File: config.mk
export PLATFORM = sky130hd
export DESIGN_NAME = cmd_issue_unit
export DESIGN_NICKNAME = d
export VERILOG_FILES = /design/src/rtl/cmd_issue_pkg.sv /design/src/rtl/cmd_seq.sv /design/src/rtl/resp_shift.sv /design/src/rtl/status_flags.sv /design/src/rtl/cmd_issue_unit.sv
export SDC_FILE = /design/constraint.sdc
export NUM_CORES = 1
export LEC_CHECK = 0
export ABC_CLOCK_PERIOD_IN_PS = 2550
export BUFFER_PORTS_ARGS = -buffer_cell sky130_fd_sc_hd__buf_2
export CELL_PAD_IN_SITES_DETAIL_PLACEMENT = 0
export CELL_PAD_IN_SITES_GLOBAL_PLACEMENT = 2
export CORE_MARGIN = 10
export CORE_UTILIZATION = 34
export CTS_BUF_LIST = sky130_fd_sc_hd__clkbuf_8 sky130_fd_sc_hd__clkbuf_16
export DETAILED_ROUTE_END_ITERATION = 8
export GPL_TIMING_DRIVEN = 0
export PLACE_DENSITY_LB_ADDON = 0.1
export REMOVE_ABC_BUFFERS = 1
export SLEW_MARGIN = 20
export SYNTH_ARGS = -nofsm -noshare
export SYNTH_HDL_FRONTEND = slang
export SYNTH_HIERARCHICAL = 1
export SYNTH_SLANG_ARGS = --single-unit
File: constraint.sdc
create_clock -name clk -period 2.55 [get_ports clk]
set_input_delay 0.255 -clock clk [delete_from_list [all_inputs] [get_ports clk]]
set_output_delay 0.255 -clock clk [all_outputs]
set_load 0.03 [all_outputs]
File: src/rtl/cmd_issue_pkg.sv
package cmd_issue_pkg;

    localparam int CW_W   = 11;
    localparam int IDX_W  = 6;
    localparam int BYTE_W = 8;
    localparam int WORD_W = 32;
    localparam int ST_W   = 3;
    localparam int SHORT_BYTES = WORD_W / BYTE_W;

    localparam int ST_RESP = 0;
    localparam int ST_SENT = 1;
    localparam int ST_TMO  = 2;

    typedef struct packed {
        logic             enable;
        logic             pending;
        logic             irq_mode;
        logic             long_rsp;
        logic             want_rsp;
        logic [IDX_W-1:0] index;
    } cmd_word_t;

    typedef enum logic [1:0] {
        SQ_IDLE,
        SQ_HOLD,
        SQ_ASK,
        SQ_TAKE
    } seq_state_e;

    typedef enum logic [1:0] {
        VD_TIMEOUT,
        VD_SENT,
        VD_SHORT,
        VD_LONG
    } verdict_e;

    function automatic verdict_e judge(input logic err, input logic want,
                                       input logic lng, input int unsigned n,
                                       input int unsigned long_n);
        verdict_e v;
        if (err)                            v = VD_TIMEOUT;
        else if (!want)                     v = VD_SENT;
        else if (n == SHORT_BYTES && !lng)  v = VD_SHORT;
        else if (n == long_n)               v = VD_LONG;
        else                                v = VD_TIMEOUT;
        return v;
    endfunction

    function automatic logic [ST_W-1:0] verdict_flag(input verdict_e v);
        logic [ST_W-1:0] f;
        f = '0;
        case (v)
            VD_SHORT, VD_LONG: f[ST_RESP] = 1'b1;
            VD_SENT:           f[ST_SENT] = 1'b1;
            default:           f[ST_TMO]  = 1'b1;
        endcase
        return f;
    endfunction

endpackage

File: src/rtl/cmd_seq.sv
module cmd_seq
    import cmd_issue_pkg::*;
#(
    parameter int ARG_W      = 32,
    parameter int LEN_W      = 5,
    parameter int LONG_BYTES = 16
) (
    input  logic              clk,
    input  logic              rst,
    input  logic              arg_we,
    input  logic [ARG_W-1:0]  arg_wdata,
    input  logic              cw_we,
    input  logic [CW_W-1:0]   cw_wdata,
    input  logic              card_ack,
    input  logic              card_err,
    input  logic [LEN_W-1:0]  card_len,
    input  logic              card_byte_vld,
    output logic              card_req,
    output logic [IDX_W-1:0]  card_index,
    output logic [ARG_W-1:0]  card_arg,
    output logic [CW_W-1:0]   cmd_word,
    output logic              cmd_active,
    output logic              byte_take,
    output logic              finish,
    output verdict_e          verdict
);

    seq_state_e       state;
    cmd_word_t        cw_q;
    cmd_word_t        cw_in;
    logic [ARG_W-1:0] arg_q;
    logic [ARG_W-1:0] arg_snap;
    logic [LEN_W-1:0] remain;
    verdict_e         verdict_q;
    verdict_e         verdict_now;
    logic             ask_done;
    logic             take_done;

    always_comb begin
        cw_in       = cmd_word_t'(cw_wdata);
        verdict_now = judge(card_err, cw_q.want_rsp, cw_q.long_rsp,
                            int'(unsigned'(card_len)), LONG_BYTES);
        ask_done    = (state == SQ_ASK) && card_ack &&
                      (card_err || (card_len == '0));
        take_done   = (state == SQ_TAKE) && card_byte_vld &&
                      (remain == LEN_W'(1));
        finish      = ask_done || take_done;
        byte_take   = (state == SQ_TAKE) && card_byte_vld;
        verdict     = (state == SQ_ASK) ? verdict_now : verdict_q;
    end

    always_ff @(posedge clk) begin
        if (rst) begin
            state     <= SQ_IDLE;
            cw_q      <= '0;
            arg_q     <= '0;
            arg_snap  <= '0;
            remain    <= '0;
            verdict_q <= VD_TIMEOUT;
        end else begin
            if (arg_we) arg_q <= arg_wdata;
            case (state)
                SQ_IDLE: begin
                    if (cw_we) begin
                        cw_q <= cw_in;
                        if (cw_in.enable) begin
                            arg_snap <= arg_q;
                            state    <= cw_in.pending ? SQ_HOLD : SQ_ASK;
                        end
                    end
                end
                SQ_HOLD: begin
                    cw_q.enable <= 1'b0;
                    state       <= SQ_IDLE;
                end
                SQ_ASK: begin
                    if (card_ack) begin
                        if (ask_done) begin
                            cw_q.enable <= 1'b0;
                            state       <= SQ_IDLE;
                        end else begin
                            remain    <= card_len;
                            verdict_q <= verdict_now;
                            state     <= SQ_TAKE;
                        end
                    end
                end
                SQ_TAKE: begin
                    if (card_byte_vld) begin
                        remain <= remain - LEN_W'(1);
                        if (take_done) begin
                            cw_q.enable <= 1'b0;
                            state       <= SQ_IDLE;
                        end
                    end
                end
                default: state <= SQ_IDLE;
            endcase
        end
    end

    assign card_req   = (state == SQ_ASK);
    assign card_index = cw_q.index;
    assign card_arg   = arg_snap;
    assign cmd_word   = cw_q;
    assign cmd_active = (state != SQ_IDLE);

endmodule

File: src/rtl/resp_shift.sv
module resp_shift
    import cmd_issue_pkg::*;
#(
    parameter int RESP_WORDS = 4
) (
    input  logic                         clk,
    input  logic                         rst,
    input  logic                         byte_take,
    input  logic [BYTE_W-1:0]            byte_in,
    input  logic                         finish,
    input  verdict_e                     verdict,
    output logic [RESP_WORDS*WORD_W-1:0] resp
);

    localparam int SH_W = RESP_WORDS * WORD_W;

    logic [SH_W-1:0] sh;
    logic [SH_W-1:0] nxt;
    logic [SH_W-1:0] packed_w;
    logic            commit;

    always_comb begin
        nxt = byte_take ? {sh[SH_W-BYTE_W-1:0], byte_in} : sh;
    end

    always_comb begin
        packed_w = '0;
        if (verdict == VD_SHORT) begin
            packed_w[WORD_W-1:0] = nxt[WORD_W-1:0];
        end else begin
            for (int w = 0; w < RESP_WORDS; w++) begin
                packed_w[w*WORD_W +: WORD_W] = nxt[(RESP_WORDS-1-w)*WORD_W +: WORD_W];
            end
            packed_w[(RESP_WORDS-1)*WORD_W] = 1'b0;
        end
        commit = finish && ((verdict == VD_SHORT) || (verdict == VD_LONG));
    end

    always_ff @(posedge clk) begin
        if (rst) begin
            sh   <= '0;
            resp <= '0;
        end else begin
            sh <= nxt;
            if (commit) resp <= packed_w;
        end
    end

endmodule

File: src/rtl/status_flags.sv
module status_flags
    import cmd_issue_pkg::*;
(
    input  logic            clk,
    input  logic            rst,
    input  logic            finish,
    input  verdict_e        verdict,
    input  logic            clr_we,
    input  logic [ST_W-1:0] clr_bits,
    output logic [ST_W-1:0] flags
);

    logic [ST_W-1:0] set_v;
    logic [ST_W-1:0] clr_v;

    always_comb begin
        set_v = finish ? verdict_flag(verdict) : '0;
        clr_v = clr_we ? clr_bits : '0;
    end

    always_ff @(posedge clk) begin
        if (rst) flags <= '0;
        else     flags <= (flags & ~clr_v) | set_v;
    end

endmodule

File: src/rtl/cmd_issue_unit.sv
module cmd_issue_unit
    import cmd_issue_pkg::*;
#(
    parameter int ARG_W      = 32,
    parameter int LEN_W      = 5,
    parameter int RESP_WORDS = 4
) (
    input  logic                         clk,
    input  logic                         rst,
    input  logic                         arg_we,
    input  logic [ARG_W-1:0]             arg_wdata,
    input  logic                         cw_we,
    input  logic [CW_W-1:0]              cw_wdata,
    input  logic                         clr_we,
    input  logic [ST_W-1:0]              clr_bits,
    output logic                         card_req,
    output logic [IDX_W-1:0]             card_index,
    output logic [ARG_W-1:0]             card_arg,
    input  logic                         card_ack,
    input  logic                         card_err,
    input  logic [LEN_W-1:0]             card_len,
    input  logic                         card_byte_vld,
    input  logic [BYTE_W-1:0]            card_byte,
    output logic [CW_W-1:0]              cmd_word,
    output logic                         cmd_active,
    output logic [ST_W-1:0]              status,
    output logic [RESP_WORDS*WORD_W-1:0] resp_words
);

    localparam int LONG_BYTES = RESP_WORDS * (WORD_W / BYTE_W);

    logic     byte_take;
    logic     finish;
    verdict_e verdict;

    cmd_seq #(
        .ARG_W      (ARG_W),
        .LEN_W      (LEN_W),
        .LONG_BYTES (LONG_BYTES)
    ) u_seq (
        .clk           (clk),
        .rst           (rst),
        .arg_we        (arg_we),
        .arg_wdata     (arg_wdata),
        .cw_we         (cw_we),
        .cw_wdata      (cw_wdata),
        .card_ack      (card_ack),
        .card_err      (card_err),
        .card_len      (card_len),
        .card_byte_vld (card_byte_vld),
        .card_req      (card_req),
        .card_index    (card_index),
        .card_arg      (card_arg),
        .cmd_word      (cmd_word),
        .cmd_active    (cmd_active),
        .byte_take     (byte_take),
        .finish        (finish),
        .verdict       (verdict)
    );

    resp_shift #(
        .RESP_WORDS (RESP_WORDS)
    ) u_resp (
        .clk       (clk),
        .rst       (rst),
        .byte_take (byte_take),
        .byte_in   (card_byte),
        .finish    (finish),
        .verdict   (verdict),
        .resp      (resp_words)
    );

    status_flags u_stat (
        .clk      (clk),
        .rst      (rst),
        .finish   (finish),
        .verdict  (verdict),
        .clr_we   (clr_we),
        .clr_bits (clr_bits),
        .flags    (status)
    );

endmodule

Word-level counts from Yosys, hierarchy flattened

Cells that the tools add are included.

Mux-type cells: 31
Bitwise gates (word level): 4
Add/subtract/negate cells: 1
Reduce and logical (&&, ||, !) cells: 22
Eq/ne operators: 16

Operators by type and width:

| kind                                                                  | count |
|---|---|
| 128-bit 2-to-1 mux                                                    | 1 |
| 96-bit 2-to-1 mux                                                     | 1 |
| 32-bit 2-to-1 mux                                                     | 1 |
| 2-bit 2-to-1 mux                                                      | 12 |
| 5-bit 2-to-1 mux                                                      | 3 |
| 11-bit 2-to-1 mux                                                     | 1 |
| 5-bit case mux with 2 select lines                                    | 1 |
| 5-bit AND reduction                                                   | 2 |
| 2-bit equality test, second input constant                            | 4 |
| 2-bit != test, second input constant                                  | 4 |
| 2-bit case mux with 4 select lines                                    | 1 |
| 1-bit 2-to-1 mux                                                      | 7 |
| 1-bit logical AND                                                     | 6 |
| 3-bit 2-to-1 mux                                                      | 2 |
| 2-bit by 1-bit != test with 1-bit output, second input constant       | 3 |
| 3-bit AND reduction                                                   | 2 |
| 5-bit by 1-bit equality test with 1-bit output, second input constant | 1 |
| 5-bit by 3-bit equality test with 1-bit output, second input constant | 1 |
| 5-bit equality test, second input constant                            | 1 |
| 5-bit zero test                                                       | 1 |
| 5-bit by 1-bit subtractor with 5-bit output, second input constant    | 1 |
| 2-bit by 1-bit equality test with 1-bit output, second input constant | 2 |
| 1-bit case mux with 4 select lines                                    | 1 |
| 4-bit AND reduction                                                   | 1 |
| other kinds (11)                                                      | 14 |

Flip-flop bits (word level): 343
Input bits: 67
Output and inout bits: 182
Logic and storage cells: 88

Depth between registers and ports, before layout

Depth in word-level cells: 11
Gate-level depth with buffers: 10
Depth with buffers taken out: 8

Hierarchy

The synthesis kept the hierarchy.

By module, submodules not included:

| module       | sequential area each (um^2) | instances | cells an instance | area each (um^2) |
|---|---|---|---|---|
| resp_shift   | 5104.9                      | 1         | 771               | 8607.0 |
| cmd_seq      | 1681.6                      | 1         | 380               | 3365.7 |
| status_flags | 60.1                        | 1         | 13                | 127.6 |

Least setup slack after synthesis

OpenSTA, ideal clock, no wires.

Path kind: reg2reg
From: register u_seq.cw_q, in the netlist u_seq/cmd_word[7]
To: register u_resp.resp[11]
Path buffers: 2
Data arrival time: 2324 ps
Clock period less this slack: 2403 ps
Setup time: 79 ps
Cell stages (with the launch flop): 10
Data required time: 2471 ps
Setup slack: 147 ps
Path through: dfxtp_1 > or3b_1 > a211o_1 > or3_1 > o21ai_2 > nand2_1 > or3_1 > buf_2 > buf_6 > o221ai_2

Word-level cells in the longest chain between the ends: 9
Elaborated cells on any way between the ends: 11
Those cells by class: 2 x eq/ne; 5 x mux; 4 x reduce/logical

Ends and longest elaborated chain:

| item                                          | RTL line                           | RTL |
|---|---|---|
| start: declaration                            | cmd_seq.sv:29                      | `cmd_word_t cw_q;` |
| start signal: assignment                      | cmd_seq.sv:65                      | `cw_q <= cw_in;` |
| 1-bit zero test *                             | cmd_issue_pkg.sv:43                | `else if (n == SHORT_BYTES && !lng) v = VD_SHORT;` |
| 1-bit logical AND *                           | cmd_issue_pkg.sv:43                |  |
| 2-bit 2-to-1 mux *                            | cmd_issue_pkg.sv:43                |  |
| 2-bit 2-to-1 mux *                            | cmd_issue_pkg.sv:42                | `else if (!want) v = VD_SENT;` |
| 2-bit 2-to-1 mux *                            | cmd_issue_pkg.sv:41                | `if (err) v = VD_TIMEOUT;` |
| 2-bit 2-to-1 mux *                            | cmd_seq.sv:49                      | `verdict = (state == SQ_ASK) ? verdict_now : verdict_q;` |
| net verdict[1]                                | cmd_issue_unit.sv:34               | `verdict_e verdict;` |
| 2-bit equality test, on equally long branches | resp_shift.sv:28, resp_shift.sv:36 |  |
| 1-bit logical OR                              | resp_shift.sv:36                   | `commit = finish && ((verdict == VD_SHORT) \|\| (verdict == VD_LONG));` |
| 1-bit logical AND                             | resp_shift.sv:36                   |  |
| end signal: assignment                        | resp_shift.sv:45                   | `if (commit) resp <= packed_w;` |
| end: declaration                              | resp_shift.sv:12                   | `output logic [RESP_WORDS*WORD_W-1:0] resp` |

Mark *: on every way through the listed nets, which the timed path passes. The rest lies on a longest branch.
A chain may end at the register's enable or synchronous reset.

Worst setup path after layout

From: register u_seq.cw_q, in the netlist u_seq/cmd_word[7]
To: register u_resp.resp[29]

Same word-level chain as after synthesis.

==> flow_summary_export.csv <==
group,metric,value,unit
sta,holdWs,0.0317,ns
critical_path,critical_path_peak_fanout,20,
critical_path,arrival,2.89,ns
placed_design,placed_cells,1794,
cts,path_clk_slew,0.06,ns
global_route,grt_overflow_total,0,
pwr,p_leak,6.49,nW
placed_design,gp_congestion,0.746,
floorplanning,die_y,209,µm
final_layout,diodes,0,
sta,drv_slew,0,
floorplanning,start_util,34.3,%
detailed_routing,wl_per_cell,17.8,µm
final_layout,n_fill_cell,3459,
cts,clk_latency,0.53,ns
yosys,synth-seq-cells,342,
detailed_routing,ant_nets,0,
floorplanning,die_area,43500,µm²
sta,setup_viol,0,
hold_path,worstHoldPathType,"input pin to flop",
yosys,yosys-top-cells-area,"dfxtp_1, mux2i_1, nor2_1",
floorplanning,core,35300,µm²
cts,cts_buffer_depth,3,
sta,fmax,407,MHz
critical_path,worst_setup_path_start_kind,"flop",
placed_design,hpwl,22.0,mm
final_layout,most-common-layout-cells,"dfxtp_1, buf_2, nor2_1, mux2i_1, nand2_1",
final_layout,final_common_cell,"dfxtp_1",
global_route,grt_first_pass_wirelength,53.7,mm
critical_path,path_class,"flop to flop",
global_route,antenna_found_initial,1,
yosys,synth_cell_types,51,
global_route,track_usage,15.0,%
global_route,grt_max_degree,89,
cts,cts_sinks,342,
yosys,synthCells,1164,
yosys,async_flop_share,0,%
detailed_routing,drc,0,
final_layout,fin_util,44.6,%
cts,cts_buffers,39,
yosys,synth_seq_area_share,56.6,%
yosys,ys.flop_type,"dfxtp_1",
yosys,ys_warn_count,6,
yosys,synth_edf_count,0,
detailed_routing,drt_iter0_markers,325,
yosys,syn_avg_cell_area,10.4,µm²
detailed_routing,vias_per_cell,4.74,
sta,fin_skew,0.0153,ns
sta,fin_ws,0.0959,ns
final_layout,nNetsFinal,1502,
critical_path,critPathCaptureType,"flop",
yosys,netlist_area,12100,µm²
floorplanning,die_w,209,µm
sta,period_needed,2.45,ns
sta,relSlewSlack,29.7,%
yosys,synthDominantCellAreaShare,56.6,%
status,status,"finished, final reports clean",
sta,post-route-period-util,96.2,%
detailed_routing,routed_wl,34.2,mm
global_route,grt_pass1_vias,9184,
floorplanning,boundaryPins,249,
placed_design,portBuffers,247,
yosys,synth.largest_area_cell,"dfxtp_1",
final_layout,fin_cells,1924,
sta,rsz0062_at_grt,"no",
floorplanning,num_rows,69,
job,drv_cap,0,
detailed_routing,drt_first_pass_iters,4,
pwr,p_per_area,728,nW/µm²
sta,finalHoldViolations,0,
final_layout,synthToLayoutAreaGrowth,30.2,%
cts,root_buffer,"clkbuf_16",
pwr,ir_worst_vdd,467,µV
detailed_routing,dr_total_vias,9116,
cts,htreeDepth,2,
cts,cts_tree,"built",
sta,tightest_slew,1.05,ns
final_layout,layout-drive-gt1-share,26.0,%
critical_path,required,2.99,ns
placed_design,place_ws,-0.629,ns
## registers in the layout (all words and copies together) (netlist names)
name,flops
u_seq/verdict_q,2
u_stat/flags,3
u_seq/card_arg,32
u_seq/cmd_word,5
u_resp/resp,127
u_seq/state,2
u_resp/sh,128
u_seq/arg_q,32
u_seq/card_index,6
u_seq/remain,5
## what timing repair did
item,CTS,global route
endpoints found under the setup margin,129,109
hold buffers,42,0
pin swaps,2,2
resized for setup,6,8
buffers inserted,7,5
hold endpoints to repair,42,0
cloned,3,2
## per-layer routing
metal,vias up,wire [µm],global-route usage [%]
li1,4591,-,-
met1,4285,16400,20.0
met2,191,15000,23.3
met3,47,2320,4.64
met4,2,523,3.52
met5,-,7,0
## logic make-up after synthesis
group / share of synthesized area, %
adders and majority gates: 0.207
DFF: 56.6
buffers and inverters: 4.26
AOI/OAI and AO/OA: 12.9
other: 0.0310
and+or+nand+nor: 11.4
muxes: 14.6
## where the power goes
group / internal [W] / switching, W
combinational: 0.000220 / 0.000333
sequential: 0.00540 / 0.0000369
clock: 0.00331 / 0.00216
total: 0.00893 / 0.00253
## synthesized netlist by cell type (all sizes together), types with 3 or more instances
master  count
nand2     139
nand3       4
clkbuf     30
a22o       65
nand4       5
o31ai       3
mux2i     172
dfxtp     342
and3        3
nand2b      3
nor2      175
inv        11
or3         3
buf        62
o221ai     31
nor3b       4
nor3        3
a21oi      42
o21ai      39
## path summary, 6_finish.rpt
| path | from | end | slack, ns | depth (start not counted) |
|---|---|---|---|---|
| worst max register to register | u_seq/cmd_word[7]$_SDFFE_PP0P_ | u_resp/resp[29]$_SDFFE_PP0P_ | 0.1 | 8 |
| worst min-delay path | card_byte[3] | u_resp/sh[3]$_SDFF_PP0_ | 0.03 | 3 |
| worst max-delay path | u_seq/cmd_word[7]$_SDFFE_PP0P_ | u_resp/resp[29]$_SDFFE_PP0P_ | 0.1 | 8 |
| worst min register to register | u_seq/arg_q[12]$_SDFFE_PP0P_ | u_seq/card_arg[12]$_SDFFE_PP0P_ | 0.45 | 2 |
## cell type report
type,count,area (µm²),share of cell area [%]
multi-input cells,720,4810,30.5
clock inverters,15,76.3,0.484
well taps,461,577,3.66
inverters,11,41.3,0.262
clock buffers,56,1220,7.75
flip-flops and latches,342,6850,43.5
repair buffers,319,2180,13.9
## critical path: stages, from the launching register on
cell and delay [ns]:
dfxtp_1 0.32, or3b_1 0.38, a211o_1 0.31, or3_1 0.35, o21ai_4 0.10, nand2_1 0.10, or3_4 0.40, buf_12 0.19
o221ai_1 0.20
## metrics by stage
stage	TNS, ns	power [W]	area (µm²)
global route	0	0.0119	15800
finish	0	0.0115	15800
detailed placement	-45.39	0.00605	13800
global placement	-1622.73	0.00601	13400
CTS	0	0.0116	15700
floorplan	-804.36	0.00578	11600
Power figures use the tool's default switching activity.
